$ cat config.mk
export PLATFORM = sky130hd
export DESIGN_NAME = cc_dm_cache_ctrl
export DESIGN_NICKNAME = d
export VERILOG_FILES = /design/src/rtl/cc_pkg.sv /design/src/rtl/cc_tag_store.sv /design/src/rtl/cc_data_ram.sv /design/src/rtl/cc_event_counters.sv /design/src/rtl/cc_dm_cache_ctrl.sv
export SDC_FILE = /design/constraint.sdc
export NUM_CORES = 2
export LEC_CHECK = 0
export ABC_AREA = 1
export BUFFER_PORTS_ARGS = -buffer_cell sky130_fd_sc_hd__buf_2
export CAP_MARGIN = 20
export CORE_MARGIN = 2
export CORE_UTILIZATION = 45
export DETAILED_ROUTE_END_ITERATION = 16
export HOLD_SLACK_MARGIN = 0.02
export PLACE_DENSITY = 0.65
export SLEW_MARGIN = 30
export SYNTH_ARGS = -nofsm -noshare
export SYNTH_HDL_FRONTEND = slang
export SYNTH_SLANG_ARGS = --single-unit
$ cat constraint.sdc
create_clock -name clk -period 8.33 [get_ports clk]
set_clock_uncertainty 0.15 [all_clocks]
set_input_delay 1.666 -clock clk [delete_from_list [all_inputs] [get_ports clk]]
set_output_delay 1.666 -clock clk [all_outputs]
set_load 0.01 [all_outputs]
$ cat src/rtl/cc_pkg.sv
package cc_pkg;
  typedef enum logic [2:0] {
    ST_IDLE, ST_LOOKUP, ST_RESP, ST_WB_RD, ST_WB_SEND, ST_WB_WAIT, ST_FILL_REQ, ST_FILL_WAIT
  } cc_state_e;

  localparam int NUM_EV      = 8;
  localparam int EV_CPU_RD   = 0;
  localparam int EV_CPU_WR   = 1;
  localparam int EV_EXT_RD   = 2;
  localparam int EV_EXT_WR   = 3;
  localparam int EV_RD_HIT   = 4;
  localparam int EV_RD_MISS  = 5;
  localparam int EV_WR_HIT   = 6;
  localparam int EV_WR_MISS  = 7;
endpackage

$ cat src/rtl/cc_tag_store.sv
module cc_tag_store #(
  parameter int LINES = 16,
  parameter int TAG_W = 14,
  localparam int IDX_W = $clog2(LINES)
) (
  input  logic             clk,
  input  logic             rst,
  input  logic [IDX_W-1:0] rd_idx,
  output logic             rd_valid,
  output logic             rd_dirty,
  output logic [TAG_W-1:0] rd_tag,
  input  logic             fill_en,
  input  logic [IDX_W-1:0] fill_idx,
  input  logic [TAG_W-1:0] fill_tag,
  input  logic             dirty_en,
  input  logic [IDX_W-1:0] dirty_idx
);
  logic [LINES-1:0] valid_q;
  logic [LINES-1:0] dirty_q;
  logic [TAG_W-1:0] tag_mem [LINES];

  // valid and dirty clear on reset; tags need no reset
  always_ff @(posedge clk) begin
    if (rst) begin
      valid_q <= '0;
      dirty_q <= '0;
    end else begin
      if (fill_en) begin
        valid_q[fill_idx] <= 1'b1;
        dirty_q[fill_idx] <= 1'b0;
      end
      if (dirty_en) dirty_q[dirty_idx] <= 1'b1;
    end
  end

  always_ff @(posedge clk) begin
    if (fill_en) tag_mem[fill_idx] <= fill_tag;
  end

  assign rd_valid = valid_q[rd_idx];
  assign rd_dirty = dirty_q[rd_idx];
  assign rd_tag   = tag_mem[rd_idx];
endmodule

$ cat src/rtl/cc_data_ram.sv
module cc_data_ram #(
  parameter int DEPTH = 64,
  parameter int DW    = 16,
  localparam int AW   = $clog2(DEPTH)
) (
  input  logic          clk,
  input  logic          we,
  input  logic [AW-1:0] waddr,
  input  logic [DW-1:0] wdata,
  input  logic [AW-1:0] raddr,
  output logic [DW-1:0] rdata
);
  logic [DW-1:0] mem [DEPTH];

  always_ff @(posedge clk) begin
    if (we) mem[waddr] <= wdata;
    rdata <= mem[raddr];
  end
endmodule

$ cat src/rtl/cc_event_counters.sv
module cc_event_counters #(
  parameter int NUM   = 8,
  parameter int CNT_W = 32
) (
  input  logic                      clk,
  input  logic                      rst,
  input  logic [NUM-1:0]            inc,
  output logic [NUM-1:0][CNT_W-1:0] cnt
);
  for (genvar g = 0; g < NUM; g++) begin : g_cnt
    always_ff @(posedge clk) begin
      if (rst)         cnt[g] <= '0;
      else if (inc[g]) cnt[g] <= cnt[g] + 1'b1;
    end
  end
endmodule

$ cat src/rtl/cc_dm_cache_ctrl.sv
module cc_dm_cache_ctrl
  import cc_pkg::*;
#(
  parameter int ADDR_W = 20,
  parameter int DATA_W = 16,
  parameter int LINES  = 16,
  parameter int WORDS  = 4,
  parameter int CNT_W  = 32
) (
  input  logic              clk,
  input  logic              rst,
  input  logic              cpu_req,
  input  logic              cpu_we,
  input  logic [ADDR_W-1:0] cpu_addr,
  input  logic [DATA_W-1:0] cpu_wdata,
  output logic              cpu_ready,
  output logic [DATA_W-1:0] cpu_rdata,
  output logic              mem_req,
  output logic              mem_we,
  output logic [ADDR_W-1:0] mem_addr,
  output logic [DATA_W-1:0] mem_wdata,
  input  logic              mem_ack,
  input  logic [DATA_W-1:0] mem_rdata,
  output logic [CNT_W-1:0]  cnt_cpu_rd,
  output logic [CNT_W-1:0]  cnt_cpu_wr,
  output logic [CNT_W-1:0]  cnt_ext_rd,
  output logic [CNT_W-1:0]  cnt_ext_wr,
  output logic [CNT_W-1:0]  cnt_rd_hit,
  output logic [CNT_W-1:0]  cnt_rd_miss,
  output logic [CNT_W-1:0]  cnt_wr_hit,
  output logic [CNT_W-1:0]  cnt_wr_miss
);
  localparam int IDX_W  = $clog2(LINES);
  localparam int OFF_W  = $clog2(WORDS);
  localparam int TAG_W  = ADDR_W - IDX_W - OFF_W;
  localparam int DEPTH  = LINES * WORDS;
  localparam int RAM_AW = IDX_W + OFF_W;
  localparam logic [OFF_W-1:0] LAST_WORD = OFF_W'(WORDS - 1);

  cc_state_e         state;
  logic              req_we;
  logic [TAG_W-1:0]  req_tag;
  logic [IDX_W-1:0]  req_idx;
  logic [OFF_W-1:0]  req_off;
  logic [DATA_W-1:0] req_wdata;
  logic              missed;
  logic [OFF_W-1:0]  wcnt;

  logic              ln_valid, ln_dirty;
  logic [TAG_W-1:0]  ln_tag;
  logic              hit, last, accept, fill_done, wr_hit_now;
  logic              ram_we;
  logic [RAM_AW-1:0] ram_waddr, ram_raddr;
  logic [DATA_W-1:0] ram_wdata, ram_q;
  logic [NUM_EV-1:0] ev_inc;
  logic [NUM_EV-1:0][CNT_W-1:0] ev_cnt;

  // tag | index | offset
  assign hit        = ln_valid && (ln_tag == req_tag);
  assign last       = (wcnt == LAST_WORD);
  assign accept     = (state == ST_IDLE) && cpu_req && !cpu_ready;
  assign fill_done  = (state == ST_FILL_WAIT) && mem_ack && last;
  assign wr_hit_now = (state == ST_LOOKUP) && hit && req_we;

  cc_tag_store #(.LINES(LINES), .TAG_W(TAG_W)) u_tags (
    .clk      (clk),
    .rst      (rst),
    .rd_idx   (req_idx),
    .rd_valid (ln_valid),
    .rd_dirty (ln_dirty),
    .rd_tag   (ln_tag),
    .fill_en  (fill_done),
    .fill_idx (req_idx),
    .fill_tag (req_tag),
    .dirty_en (wr_hit_now),      // set on hit or on post-fill merge
    .dirty_idx(req_idx)
  );

  always_comb begin
    ram_we    = wr_hit_now || ((state == ST_FILL_WAIT) && mem_ack);
    ram_waddr = (state == ST_FILL_WAIT) ? {req_idx, wcnt} : {req_idx, req_off};
    ram_wdata = (state == ST_FILL_WAIT) ? mem_rdata : req_wdata;
    ram_raddr = (state == ST_WB_RD) ? {req_idx, wcnt} : {req_idx, req_off};
  end

  cc_data_ram #(.DEPTH(DEPTH), .DW(DATA_W)) u_data (
    .clk  (clk),
    .we   (ram_we),
    .waddr(ram_waddr),
    .wdata(ram_wdata),
    .raddr(ram_raddr),
    .rdata(ram_q)
  );

  always_ff @(posedge clk) begin
    if (rst) begin
      state     <= ST_IDLE;
      cpu_ready <= 1'b0;
      cpu_rdata <= '0;
      mem_req   <= 1'b0;
      mem_we    <= 1'b0;
      mem_addr  <= '0;
      mem_wdata <= '0;
      missed    <= 1'b0;
      wcnt      <= '0;
      req_we    <= 1'b0;
      req_tag   <= '0;
      req_idx   <= '0;
      req_off   <= '0;
      req_wdata <= '0;
    end else begin
      cpu_ready <= 1'b0;
      unique case (state)
        ST_IDLE: if (accept) begin
          req_we    <= cpu_we;
          req_tag   <= cpu_addr[ADDR_W-1 -: TAG_W];
          req_idx   <= cpu_addr[OFF_W +: IDX_W];
          req_off   <= cpu_addr[OFF_W-1:0];
          req_wdata <= cpu_wdata;
          missed    <= 1'b0;
          state     <= ST_LOOKUP;
        end
        ST_LOOKUP: begin
          if (hit) begin
            if (req_we) begin
              cpu_ready <= 1'b1;
              state     <= ST_IDLE;
            end else begin
              state <= ST_RESP;
            end
          end else begin
            missed <= 1'b1;
            wcnt   <= '0;
            state  <= (ln_valid && ln_dirty) ? ST_WB_RD : ST_FILL_REQ;
          end
        end
        ST_RESP: begin
          cpu_rdata <= ram_q;
          cpu_ready <= 1'b1;
          state     <= ST_IDLE;
        end
        ST_WB_RD: state <= ST_WB_SEND;
        ST_WB_SEND: begin
          mem_req   <= 1'b1;
          mem_we    <= 1'b1;
          mem_addr  <= {ln_tag, req_idx, wcnt};
          mem_wdata <= ram_q;
          state     <= ST_WB_WAIT;
        end
        ST_WB_WAIT: if (mem_ack) begin
          mem_req <= 1'b0;
          mem_we  <= 1'b0;
          if (last) begin
            wcnt  <= '0;
            state <= ST_FILL_REQ;
          end else begin
            wcnt  <= wcnt + 1'b1;
            state <= ST_WB_RD;
          end
        end
        ST_FILL_REQ: begin
          mem_req  <= 1'b1;
          mem_we   <= 1'b0;
          mem_addr <= {req_tag, req_idx, wcnt};
          state    <= ST_FILL_WAIT;
        end
        ST_FILL_WAIT: if (mem_ack) begin
          mem_req <= 1'b0;
          if (last) begin
            wcnt  <= '0;
            state <= ST_LOOKUP;          // re-lookup now hits
          end else begin
            wcnt  <= wcnt + 1'b1;
            state <= ST_FILL_REQ;
          end
        end
        default: state <= ST_IDLE;
      endcase
    end
  end

  // event sources
  always_comb begin
    ev_inc             = '0;
    ev_inc[EV_CPU_RD]  = accept && !cpu_we;
    ev_inc[EV_CPU_WR]  = accept && cpu_we;
    ev_inc[EV_EXT_RD]  = (state == ST_FILL_WAIT) && mem_ack;
    ev_inc[EV_EXT_WR]  = (state == ST_WB_WAIT) && mem_ack;
    ev_inc[EV_RD_HIT]  = (state == ST_LOOKUP) && !missed && hit && !req_we;
    ev_inc[EV_RD_MISS] = (state == ST_LOOKUP) && !missed && !hit && !req_we;
    ev_inc[EV_WR_HIT]  = (state == ST_LOOKUP) && !missed && hit && req_we;
    ev_inc[EV_WR_MISS] = (state == ST_LOOKUP) && !missed && !hit && req_we;
  end

  cc_event_counters #(.NUM(NUM_EV), .CNT_W(CNT_W)) u_cnt (
    .clk(clk), .rst(rst), .inc(ev_inc), .cnt(ev_cnt)
  );

  assign cnt_cpu_rd  = ev_cnt[EV_CPU_RD];
  assign cnt_cpu_wr  = ev_cnt[EV_CPU_WR];
  assign cnt_ext_rd  = ev_cnt[EV_EXT_RD];
  assign cnt_ext_wr  = ev_cnt[EV_EXT_WR];
  assign cnt_rd_hit  = ev_cnt[EV_RD_HIT];
  assign cnt_rd_miss = ev_cnt[EV_RD_MISS];
  assign cnt_wr_hit  = ev_cnt[EV_WR_HIT];
  assign cnt_wr_miss = ev_cnt[EV_WR_MISS];
endmodule

* After elaboration in Yosys (flattened, before gate mapping)
Memory sizes are Yosys's and may differ from the RTL's. A register that Yosys moved wholly into a read port is not among the register bits.
Index checks and enable logic that the tools add are counted.
** Word-level totals
- Bits in registers :: 386
- Bits in writable memories :: 1248
- Output and inout port bits :: 311
- Word-level logic and storage cells :: 135
- Memories kept :: 2
** Operators by class
- Add/sub/neg operators :: 9
- $lt $le $gt $ge :: 2
- Eq/ne operators :: 14
- Mux-type cells :: 41
- Bitwise operators :: 4
- Reduce and logical (&&, ||, !) cells :: 39
** Memory list
- u_data.mem :: words 64, bits a word 16, rd ports 1, clocked after Yosys merged registers in 1, write ports 1, RTL line cc_data_ram.sv:13 : logic [DW-1:0] mem [DEPTH];
- u_tags.tag_mem :: words 16, bits a word 14, rd ports 1, clocked after Yosys merged registers in 1, write ports 1, RTL line cc_tag_store.sv:20 : logic [TAG_W-1:0] tag_mem [LINES];
** Operators with widths (count)
- $add A32 B1 Y32 const B :: 8
- $mux W16 :: 4
- $pmux W20 S2 :: 1
- $or A16 B16 Y16 :: 2
- $pmux W3 S8 :: 1
- $mux W3 :: 7
- $logic_and A1 B1 Y1 :: 19
- $and A16 B16 Y16 :: 1
- $not A16 Y16 :: 1
- $eq A14 B14 Y1 :: 1
- $eq A3 B3 Y1 const B :: 4
- $mux W1 :: 12
- $mux W2 :: 6
- $reduce_and A3 Y1 :: 3
- $bmux W1 S4 :: 2
- $mux W4 :: 2
- $ne A2 B2 Y1 const B :: 4
- $reduce_bool A2 Y1 :: 4
- $eq A3 B2 Y1 const B :: 2
- $pmux W1 S2 :: 3
- $reduce_and A2 Y1 :: 3
- $logic_not A1 Y1 :: 5
- $lt A4 B5 Y1 const B :: 1
- $demux W1 S4 :: 1
- other kinds (11) :: 12

* Logic depth before layout (Yosys ltp)
- Depth after elaboration :: 10
- Mapped depth :: 22
- Mapped depth without buffers :: 18

* Modules after synthesis
From an unflattened synthesis, not the netlist that was laid out.
** Unflattened totals
- Cells, all modules :: 7494
- Area, all modules :: 71461.0 um2
** Modules (own cells, without submodules)
- cc_data_ram :: times used 1, cells each 3517, area each 42099.1 um2
- cc_event_counters :: times used 1, cells each 2186, area each 13898.3 um2
- cc_tag_store :: times used 1, cells each 1164, area each 11202.0 um2
- cc_dm_cache_ctrl :: times used 1, cells each 627, area each 4261.6 um2

* Least setup slack after synthesis
Ideal clock, no wire load.
- Kind :: input port to flip-flop
- Start point :: input mem_ack
- End point :: memory u_tags.tag_mem[15][0], enable pin
- Library setup time :: 386 ps
- Arrival :: 3041 ps
- Required time :: 7794 ps
- Slack :: 4753 ps
- Stages :: 7
- Path buffers :: 1
- Cells stage by stage :: nand2_1 nor2_4 inv_1 nor2_1 inv_1 clkbuf_1 nor2_1
** Between the ends
- Cells in the longest elaborated chain, start to end :: 4
** Ends and longest elaborated chain
- from (decl) :: RTL line cc_dm_cache_ctrl.sv:22 : input logic mem_ack,
- $logic_and A1 B1 Y1 (2 in a row) :: RTL line cc_dm_cache_ctrl.sv:62 : assign fill_done = (state == ST_FILL_WAIT) && mem_ack && last;
- $mux W1 :: RTL line cc_tag_store.sv:37 : if (fill_en) tag_mem[fill_idx] <= fill_tag;
- $mux W1 (implied by the code) :: RTL line cc_tag_store.sv:37
- to (decl) :: RTL line cc_tag_store.sv:20
Every way passes these cells.

==> implementation parameters <==
Parameter                              Value

Logic synthesis
  Number of register bits inferred by synthesis    between 1500 and 2000
  Syn_nets    6760
  Top flip-flop cell by instance count after synthesis    sky130_fd_sc_hd__edfxtp_1
  Instance count of the mapped netlist    6694
  Post-synthesis area per instance    ~10 um^2
  Proportion of synthesized chip area in sequential cells    approximately 67%
  Total of warnings raised by yosys    0
  Async S/R FF share, synth    0%
  Count of flip-flops with a built-in enable after synthesis    1248
  Count of cell types in the netlist    50
  Post-synthesis instance area    approximately 69000 um^2

Finish
  Utilization after layout    51.6%
  Commonest cells after routing, fill and taps aside    sky130_fd_sc_hd__edfxtp_1 (1248), sky130_fd_sc_hd__nand2_1 (1154), sky130_fd_sc_hd__nor2_1 (1093)
  Area of the multi-input gates    20200 um^2
  Most common cell after layout, fill and taps aside    sky130_fd_sc_hd__edfxtp_1
  Footprint of the flip-flops and latches    ~46000 um^2
  Number of nets in the final layout    7076
  Signed area change from the synthesized netlist to the final layout    14.1%
  Layout filler cell count    13400
  Fraction of final layout cells with drive strength greater than 1    11.4%

Timing
  Final Max Slew Viols    0
  Max Fclk    ~0.18 GHz
  Total negative slack for setup checks    0 ns
  Period minus WS final    between 5 and 6 ns
  Setup-failing EPs final    0
  Slew @ Worst Pin    1.06 ns
  Final cycle utilization of the critical path    66.6%
  Worst rel slew slack    28.7%
  Final Hold Viols    0
  RSZ-0062 raised after global routing    false

Die
  Placeable core area    152000 um^2
  Starting utilization of the core area    between 40 and 50%
  Number of top-level design ports    368
  Die width    394 um
  Die height    ~390 um
  Die Footprint    roughly 160000 um^2
  FP Rows    143

CTS
  Worst-case clock buffer depth    3
  Worst-Skew Late Latency    0.80 ns
  Clock Tree Root    sky130_fd_sc_hd__clkbuf_16
  Setup fix buffers added after clock tree synthesis    0
  Inserted Clock Buffers    ~170
  Clock tree from TritonCTS    built
  CTS hold repair buffers    0
  Total number of H-tree levels    4
  Post-cts repair resize count    0
  Clock slew at the register clock pins of the worst setup and hold paths    ~0.070 ns
  Clk sink count    around 1700

Detailed routing
  Initial DRT Pass Iterations    6
  Number of DRC markers after the initial detailed-route iteration    7022
  Vias per cell    ~5.7
  Average detailed-routed wire length per instance    23.6 um
  Total number of vias    52700
  Remaining DRCs    0
  Total wirelength of the detailed-routed design    approximately 220000 um
  Antenna Nets Post-Route    0

Power and ir drop
  Leakage power    28.1 nW
  Worst VDD drop    0.268 mV
  Power density over cell area    ~300 nW/um^2

Setup path
  Data required time at the worst endpoint    8.67 ns
  Crit Path Category    flop to flop
  Highest fanout seen on the critical path    between 50 and 60
  Register-to-Register Setup Slack    2.78 ns
  CP Data Arrival Time    5.88 ns
  Critical Path Start Type    flop
  Worst r2r path cells    19
  Kind of capture point of the worst setup path    flop

Global route
  Overall overflow remaining after global route    0
  Number of global-route vias before repair    48700
  Wire length of the first global-routing pass    321000 um
  Initial antenna violation count    13
  Maximum number of pins on one net before global-route repair    between 150 and 200
  GR Util All Layers    27.2%

Worst hold path
  Number of cells on the worst hold path    2
  Class of the tightest hold or removal check    flop to flop

Job
  Max-cap viol count    0

Placed design
  HPWL Detailed    approximately 140000 um
  Last weighted congestion value of the routability-driven placer    0.978
  Port bufs    367

Status
  Result of the run    completed
flip-flops by register name (all words and copies together) (netlist names), 16 cells and up, named ones only:
name / cells
u_data.mem: 1024
u_cnt.cnt: 256
u_tags.tag_mem: 224
mem_addr: 20
cpu_rdata: 16
mem_wdata: 16
req_wdata: 16
u_data.rdata: 16
u_tags.valid_q: 16
final timing paths:
path / from / endpoint
setup reg to reg: flop / u_data.mem[58][6]
hold / removal: missed / missed
hold reg to reg: missed / missed
setup / recovery: flop / u_data.mem[58][6]
cells in the mapped netlist, types with 9 or more instances:
| cell type | count | area (um^2) |
|---|---|---|
| sky130_fd_sc_hd__o21ai_0 | 697 | 3490 |
| sky130_fd_sc_hd__edfxtp_1 | 1248 | 37500 |
| sky130_fd_sc_hd__nor3_1 | 130 | 651 |
| sky130_fd_sc_hd__ha_1 | 9 | 113 |
| sky130_fd_sc_hd__nor3b_1 | 10 | 75.1 |
| sky130_fd_sc_hd__o21a_1 | 11 | 82.6 |
| sky130_fd_sc_hd__a22oi_1 | 10 | 75.1 |
| sky130_fd_sc_hd__nand4_1 | 72 | 450 |
| sky130_fd_sc_hd__dfxtp_1 | 406 | 8130 |
| sky130_fd_sc_hd__a22o_1 | 50 | 438 |
| sky130_fd_sc_hd__a21oi_1 | 247 | 1240 |
| sky130_fd_sc_hd__a31oi_1 | 21 | 131 |
| sky130_fd_sc_hd__xnor2_1 | 31 | 272 |
| sky130_fd_sc_hd__nand2_1 | 1172 | 4400 |
| sky130_fd_sc_hd__nor2_1 | 1120 | 4200 |
| sky130_fd_sc_hd__nand2_2 | 11 | 68.8 |
| sky130_fd_sc_hd__o22ai_1 | 248 | 1550 |
| sky130_fd_sc_hd__xor2_1 | 76 | 666 |
| sky130_fd_sc_hd__clkinv_1 | 9 | 33.8 |
| sky130_fd_sc_hd__nor4_1 | 30 | 188 |
| sky130_fd_sc_hd__buf_4 | 11 | 82.6 |
| sky130_fd_sc_hd__inv_1 | 388 | 1460 |
| sky130_fd_sc_hd__buf_1 | 15 | 56.3 |
| sky130_fd_sc_hd__buf_2 | 57 | 285 |
| sky130_fd_sc_hd__nand3_1 | 303 | 1520 |
| sky130_fd_sc_hd__clkbuf_1 | 247 | 927 |
metal layers:
metal	vias up	wire length (um)	share of wire [%]	track usage (%)
met2	2780	98300	45	42.0
li1	23900	-	-	-
met5	-	41	0.019	0
met1	25600	89000	41	37.9
met4	6	8500	3.9	10.5
met3	443	21300	9.8	5.53
layout make-up:
type	count	share of cell area, %
sequential	1654	58.3
multi-input combinational	4304	25.8
clock buffer	227	5.98
timing repair buffer	480	3.54
tap	2030	3.25
inverter	404	1.96
clock inverter	77	1.12
antenna	7	0.0224
worst max-delay path, cell delays in order, from the launching register on:
cell and delay (ns):
sky130_fd_sc_hd__dfxtp_4 0.46, sky130_fd_sc_hd__inv_2 0.72, sky130_fd_sc_hd__buf_4 0.55, sky130_fd_sc_hd__nand2_1 0.10, sky130_fd_sc_hd__nand2_1 0.08, sky130_fd_sc_hd__nand2_1 0.05, sky130_fd_sc_hd__nand3_1 0.11, sky130_fd_sc_hd__nand3_1 0.10
sky130_fd_sc_hd__nand3_1 0.19, sky130_fd_sc_hd__nand2_1 0.07, sky130_fd_sc_hd__nor2_1 0.15, sky130_fd_sc_hd__nand2_1 0.12, sky130_fd_sc_hd__nor2_4 0.22, sky130_fd_sc_hd__nand2_4 0.15, sky130_fd_sc_hd__nor2_8 0.28, sky130_fd_sc_hd__nand2_2 0.12
sky130_fd_sc_hd__nand2_4 0.18, sky130_fd_sc_hd__nand2_2 0.38, sky130_fd_sc_hd__nor2_1 0.68, sky130_fd_sc_hd__buf_4 0.31
power by group:
part / switching, mW / internal [mW]
Combinational: 4.55 / 1.35
Clock: 3.22 / 4.47
Sequential: 0.303 / 9.60
kinds of logic (layout without fill, tap and decap cells):
kind of cell | Yosys count | count (layout) | share of synthesized area [%]
simple gates | 2876 | 2876 | 17.2
xor+xnor | 107 | 107 | 1.37
fa+ha+maj | 9 | 9 | 0.164
compound gates | 1312 | 1312 | 10.5
flops | 1654 | 1654 | 66.5
buf+inv | 736 | 1188 | 4.22
other cells | 0 | 7 | 0
per-stage QoR:
stage / hold WS (ns) / total power, mW / setup WS, ns / cells / instance area (um^2)
6_report: 0.302 / 23.5 / 2.78 / 9183 / 78200
5_1_grt: 0.321 / 24.3 / 2.47 / 9181 / 78200
4_1_cts: 0.300 / 23.4 / 2.91 / 9175 / 78200
3_5_place_dp: 0.292 / 15.8 / 2.92 / 8871 / 72600
3_3_place_gp: 0.289 / 15.8 / 2.73 / 8871 / 72600
2_1_floorplan: 0.278 / 13.3 / 4.75 / 6694 / 68500
Power figures use the tool's default switching activity.
